### config.mk
export PLATFORM = sky130hd
export DESIGN_NAME = scp_ctrl_port
export DESIGN_NICKNAME = d
export VERILOG_FILES = /design/src/rtl/scp_pkg.sv /design/src/rtl/scp_frame_rx.sv /design/src/rtl/scp_regbank.sv /design/src/rtl/scp_readout.sv /design/src/rtl/scp_ctrl_port.sv
export SDC_FILE = /design/constraint.sdc
export NUM_CORES = 1
export LEC_CHECK = 0
export ABC_AREA = 1
export CORE_UTILIZATION = 66
export DETAILED_ROUTE_END_ITERATION = 10
export DONT_BUFFER_PORTS = 1
export PLACE_DENSITY = 0.93
export SYNTH_ARGS = -nofsm -noshare
export SYNTH_HDL_FRONTEND = slang
export SYNTH_SLANG_ARGS = --single-unit
### constraint.sdc
create_clock -name clk -period 4.5 [get_ports clk]
set_input_delay 1.35 -clock clk [delete_from_list [all_inputs] [get_ports clk]]
set_output_delay 1.35 -clock clk [all_outputs]
set_load 0.02 [all_outputs]
### src/rtl/scp_pkg.sv
package scp_pkg;

    localparam int ADDR_W  = 6;
    localparam int DATA_W  = 8;
    localparam int FRAME_W = ADDR_W + DATA_W;
    localparam int CNT_W   = $clog2(FRAME_W + 1);
    localparam int OP_BIT  = 4;
    localparam logic [ADDR_W-1:0] SRST_ADDR = 6'b000100;

    typedef struct packed {
        logic [ADDR_W-1:0] addr;
        logic [DATA_W-1:0] data;
    } frame_t;

    typedef enum logic [1:0] {
        CMD_WRITE,
        CMD_READ,
        CMD_SRST
    } cmd_e;

    function automatic cmd_e frame_cmd(input frame_t f);
        if (f.addr[OP_BIT])          return CMD_READ;
        else if (f.addr == SRST_ADDR) return CMD_SRST;
        else                          return CMD_WRITE;
    endfunction

    function automatic logic [ADDR_W-1:0] target_addr(input logic [ADDR_W-1:0] a);
        logic [ADDR_W-1:0] t;
        t = a;
        t[OP_BIT] = 1'b0;
        return t;
    endfunction

endpackage

### src/rtl/scp_frame_rx.sv
module scp_frame_rx
    import scp_pkg::*;
(
    input  logic   clk,
    input  logic   rst,
    input  logic   sck,
    input  logic   sdi,
    input  logic   sen,
    output frame_t frame,
    output logic   commit,
    output logic   sck_fall
);

    logic               sck_d;
    logic               sen_d;
    logic [FRAME_W-1:0] shreg;
    logic [CNT_W-1:0]   nbits;
    logic               sck_rise;
    logic               sen_rise;

    assign sck_rise = sck & ~sck_d;
    assign sck_fall = ~sck & sck_d;
    assign sen_rise = sen & ~sen_d;

    always_ff @(posedge clk) begin
        if (rst) begin
            sck_d <= 1'b0;
            sen_d <= 1'b0;
            shreg <= '0;
            nbits <= '0;
        end else begin
            sck_d <= sck;
            sen_d <= sen;
            if (sen_rise) begin
                nbits <= '0;
            end else if (sck_rise) begin
                shreg <= {shreg[FRAME_W-2:0], sdi};
                if (nbits != CNT_W'(FRAME_W))
                    nbits <= nbits + 1'b1;
            end
        end
    end

    assign frame  = frame_t'(shreg);
    assign commit = sen_rise && (nbits == CNT_W'(FRAME_W));

endmodule

### src/rtl/scp_regbank.sv
module scp_regbank
    import scp_pkg::*;
#(
    parameter int                     NUM_REGS = 8,
    parameter logic [NUM_REGS*8-1:0]  DEFAULTS = '0
) (
    input  logic                    clk,
    input  logic                    rst,
    input  logic                    srst,
    input  logic                    wr_en,
    input  logic [ADDR_W-1:0]       wr_addr,
    input  logic [DATA_W-1:0]       wr_data,
    input  logic [ADDR_W-1:0]       rd_addr,
    output logic [DATA_W-1:0]       rd_data,
    output logic [NUM_REGS*8-1:0]   store
);

    for (genvar i = 0; i < NUM_REGS; i++) begin : g_reg
        if (i == int'(SRST_ADDR)) begin : g_hole
            assign store[i*DATA_W +: DATA_W] = '0;
        end else begin : g_cell
            logic [DATA_W-1:0] r;
            always_ff @(posedge clk) begin
                if (rst || srst)
                    r <= DEFAULTS[i*DATA_W +: DATA_W];
                else if (wr_en && wr_addr == ADDR_W'(i))
                    r <= wr_data;
            end
            assign store[i*DATA_W +: DATA_W] = r;
        end
    end

    always_comb begin
        rd_data = '0;
        for (int i = 0; i < NUM_REGS; i++) begin
            if (rd_addr == ADDR_W'(i))
                rd_data = store[i*DATA_W +: DATA_W];
        end
    end

endmodule

### src/rtl/scp_readout.sv
module scp_readout
    import scp_pkg::*;
(
    input  logic              clk,
    input  logic              rst,
    input  logic              load,
    input  logic [DATA_W-1:0] load_data,
    input  logic              sck_fall,
    output logic              sdo
);

    localparam int LEFT_W = $clog2(DATA_W + 1);

    logic [DATA_W-1:0] out_sh;
    logic [LEFT_W-1:0] left;

    always_ff @(posedge clk) begin
        if (rst) begin
            out_sh <= '0;
            left   <= '0;
            sdo    <= 1'b0;
        end else if (load) begin
            out_sh <= load_data;
            left   <= LEFT_W'(DATA_W);
            sdo    <= 1'b0;
        end else if (sck_fall) begin
            if (left != '0) begin
                sdo    <= out_sh[DATA_W-1];
                out_sh <= {out_sh[DATA_W-2:0], 1'b0};
                left   <= left - 1'b1;
            end else begin
                sdo <= 1'b0;
            end
        end
    end

endmodule

### src/rtl/scp_ctrl_port.sv
module scp_ctrl_port
    import scp_pkg::*;
#(
    parameter int                    NUM_REGS = 8,
    parameter logic [NUM_REGS*8-1:0] DEFAULTS = 64'h8877_6655_4433_2211
) (
    input  logic                  clk,
    input  logic                  rst,
    input  logic                  sck,
    input  logic                  sdi,
    input  logic                  sen,
    output logic                  sdo,
    output logic [NUM_REGS*8-1:0] reg_q
);

    frame_t            frame;
    logic              commit;
    logic              sck_fall;
    cmd_e              cmd;
    logic [ADDR_W-1:0] rd_addr;
    logic [DATA_W-1:0] rd_data;

    scp_frame_rx u_rx (
        .clk      (clk),
        .rst      (rst),
        .sck      (sck),
        .sdi      (sdi),
        .sen      (sen),
        .frame    (frame),
        .commit   (commit),
        .sck_fall (sck_fall)
    );

    assign cmd     = frame_cmd(frame);
    assign rd_addr = target_addr(frame.addr);

    scp_regbank #(
        .NUM_REGS (NUM_REGS),
        .DEFAULTS (DEFAULTS)
    ) u_bank (
        .clk     (clk),
        .rst     (rst),
        .srst    (commit && cmd == CMD_SRST),
        .wr_en   (commit && cmd == CMD_WRITE),
        .wr_addr (frame.addr),
        .wr_data (frame.data),
        .rd_addr (rd_addr),
        .rd_data (rd_data),
        .store   (reg_q)
    );

    scp_readout u_out (
        .clk       (clk),
        .rst       (rst),
        .load      (commit && cmd == CMD_READ),
        .load_data (rd_data),
        .sck_fall  (sck_fall),
        .sdo       (sdo)
    );

endmodule

==> flow_summary.ini <==
[synth]
synth_area_per_cell_sq_um = 7.78
synth_fa_ha_area_frac = 0.00962
synth_top_family_by_area = compound AO/OA/AOI/OAI gates
synth.top_cell.area_share = 0.456
synthSimpleGateAreaFrac = 0.219
synth_xor_area_frac = 0.00449
netlist_top_cells_area = dfxtp_1, a21oi_1, o21ai_0
yosysUniqueCellTypes = 36
syn-cell-area_sq_mm = 0.00390
synth_cells = 502
yosysWarningCount = 0
ys_seq_area_frac = 0.456
yosysTopAreaCell = dfxtp_1
yosys-mux-area-fraction = 0
synth_compound_area_frac = 0.227
ys_ff_latch = 89

[setup_path]
r2r-start = u_rx.frame[11]$_SDFFE_PP0P_
worstPathArrival_ns = 3.06
r2r_end = u_bank.g_reg[7].g_cell.r[0]$_SDFFE_PP0P_
path_class = in2reg
cp_data_required_time_ns = 4.79
end_kind = flop
rr_worst_depth = 7
startpoint_type = input pin
r2r_slack_ns = 2.01
worstPathMaxFanout = 55

[global_route]
grt_pass1_vias = 3190
antenna_found_initial = 0
grt_max_degree = 56
track_usage = 0.332
grt_overflow = 0
grt_pass1_wl_um = 15700

[power]
p_leak_nw = 1.77
p_total_w = 0.00151
p_per_area_mw_per_mm2 = 370
ir_drop_uv = 289

[sta]
fin_crit_sh = 0.616
rsz0062_at_grt = no
tns_ns = 0
min_period_ns = 2.77
max_slew.worst_pin.slew_ns = 1.17
finalClockSkew_ns = 0.0113
maxSlewViolCount = 0
relSlewSlack = 0.220
worst_slack_ns = 1.73
hold_viol = 0
clock.fmax_ghz = 0.361
setup_viol = 0

[floorplan]
die_area_sq_mm = 0.00623
core-area_sq_mm = 0.00561
rows = 27
fp.dieW_um = 78.9
pin_count = 70
dieHeight_um = 78.9
initial_core_util = 0.696

[drt]
wl_per_cell_um = 17.2
drt_iter0_markers = 311
dr.pass1.iters = 5
drc = 0
routed_wl_um = 9760
vias = 3553
routed_via_density = 6.27
ant_nets = 0

[finish]
antenna_cells = 0
fillers = 416
drive_gt1_frac = 0.105
final_nets = 498
design_area_sq_mm = 0.00407
utilization = 0.726
syn_to_final_growth_pct = 4.36

[place]
io_buffers = 0
place_ws_ns = 1.41
dpl-instance-area_sq_mm = 0.00386
gp_congestion = 0.937
dp_hpwl_um = 6760

[min_path]
hold_end = u_out.left[0]$_SDFFE_PP0P_
hold_depth = 2
min_path_type = reg2reg
hold_start = u_out.left[0]$_SDFFE_PP0P_

[clock_network]
tritoncts = yes
clockRootBuffer = clkbuf_8
cts.path.max_buffers = 2
cts.sinks = 89
htreeDepth = 3
clk_latency_ns = 0.36
cts_buffers = 9
cts_hold_buf = 0
path_clk_slew_ns = 0.09
ctsResizeCount = 0
postCtsSetupBuffers = 0

[run_status]
status = completed

[run]
maxCapViolCount = 0
==> worst max-delay path by stage <==
stage | from | end | slack [ns] | depth (start not counted)
floorplan | sen | u_bank.g_reg[6].g_cell.r[2]$_SDFFE_PP1P_ | 2.00 | 9
global placement | sen | u_bank.g_reg[7].g_cell.r[3]$_SDFFE_PP1P_ | 1.55 | 7
detailed placement | sen | u_bank.g_reg[3].g_cell.r[1]$_SDFFE_PP0P_ | 1.41 | 6
CTS | sen | u_bank.g_reg[3].g_cell.r[1]$_SDFFE_PP0P_ | 1.76 | 6
global route | sen | u_bank.g_reg[1].g_cell.r[6]$_SDFFE_PP0P_ | 1.54 | 6
finish | sen | u_bank.g_reg[3].g_cell.r[1]$_SDFFE_PP0P_ | 1.73 | 6
==> where the power goes <==
part,switching [W],internal [W],leakage [nW]
logic,0.0000903,0.0000257,0.941
registers,0.0000108,0.000798,0.721
clock network,0.000280,0.000301,0.105
total,0.000381,0.00112,1.77
==> metal layers <==
metal,routed length (um),GRT usage
met1,3950,0.435
met4,299,0.151
met5,0,0
met2,4470,0.518
met3,1040,0.0805
==> per-stage QoR <==
step / instances / hold WS, ns
finish: 567 / 0.469
global route: 567 / 0.486
CTS: 567 / 0.467
detailed placement: 551 / 0.453
global placement: 551 / 0.449
floorplan: 509 / 0.437
==> state kept, by name, summed over array words and instances, names as in the netlist <==
signal and flops:
u_out.out_sh 8, u_bank.g.g_cell.r 56, u_out.sdo 1, u_rx.frame 14, u_rx.sen_d 1, u_rx.nbits 4
u_out.left 4, u_rx.sck_d 1
==> critical path, stage by stage <==
cell,delay (ns)
inv_1,0.06
or2_4,0.15
nor3_4,0.06
a21oi_4,0.91
o21ai_0,0.32
a21oi_1,0.20
==> kinds of logic after synthesis <==
logic type | count (synthesis)
compound gates | 166
xor+xnor | 2
fa+ha+maj | 3
buf+inv | 69
flops | 89
other cells | 1
simple gates | 172
==> Yosys cell counts (all sizes together) <==
cell and number:
nor3 4, clkbuf 12, nand3 13, dfxtp 89, a211oi 1, nor3b 1, o21ai 72, o211ai 20
nand4 23, nor2 42, xnor2 1, ha 3, buf 19, nand2 80, conb 1, inv 38
a21oi 73, or2 9, xor2 1
==> cell type report <==
class,count,area (sq um),share of cell area
multi-input cells,351,1830,0.450
flip-flops and latches,89,1780,0.437
clock buffers,12,165,0.0405
inverters,38,145,0.0356
well taps,72,90.1,0.0221
clock inverters,4,50.0,0.0123
repair buffers,1,7.51,0.00184
==> cells in the final DEF (no fill, tap or decap), drive strengths merged <==
cell type / Yosys / layout
dfxtp: 89 / 89
nor3: 4 / 4
a21oi: 73 / 73
bufinv: 0 / 1
o21ai: 72 / 72
ha: 3 / 3
clkinv: 0 / 1
clkinvlp: 0 / 2
nor2: 42 / 42
buf: 19 / 1
or2: 9 / 9
a211oi: 1 / 1
nand3: 13 / 13
nand2: 80 / 80
clkbuf: 12 / 12
o211ai: 20 / 20
xor2: 1 / 1
nor3b: 1 / 1
conb: 1 / 8
nand4: 23 / 23
xnor2: 1 / 1
inv: 38 / 38
(Power assumes the default switching activity.)
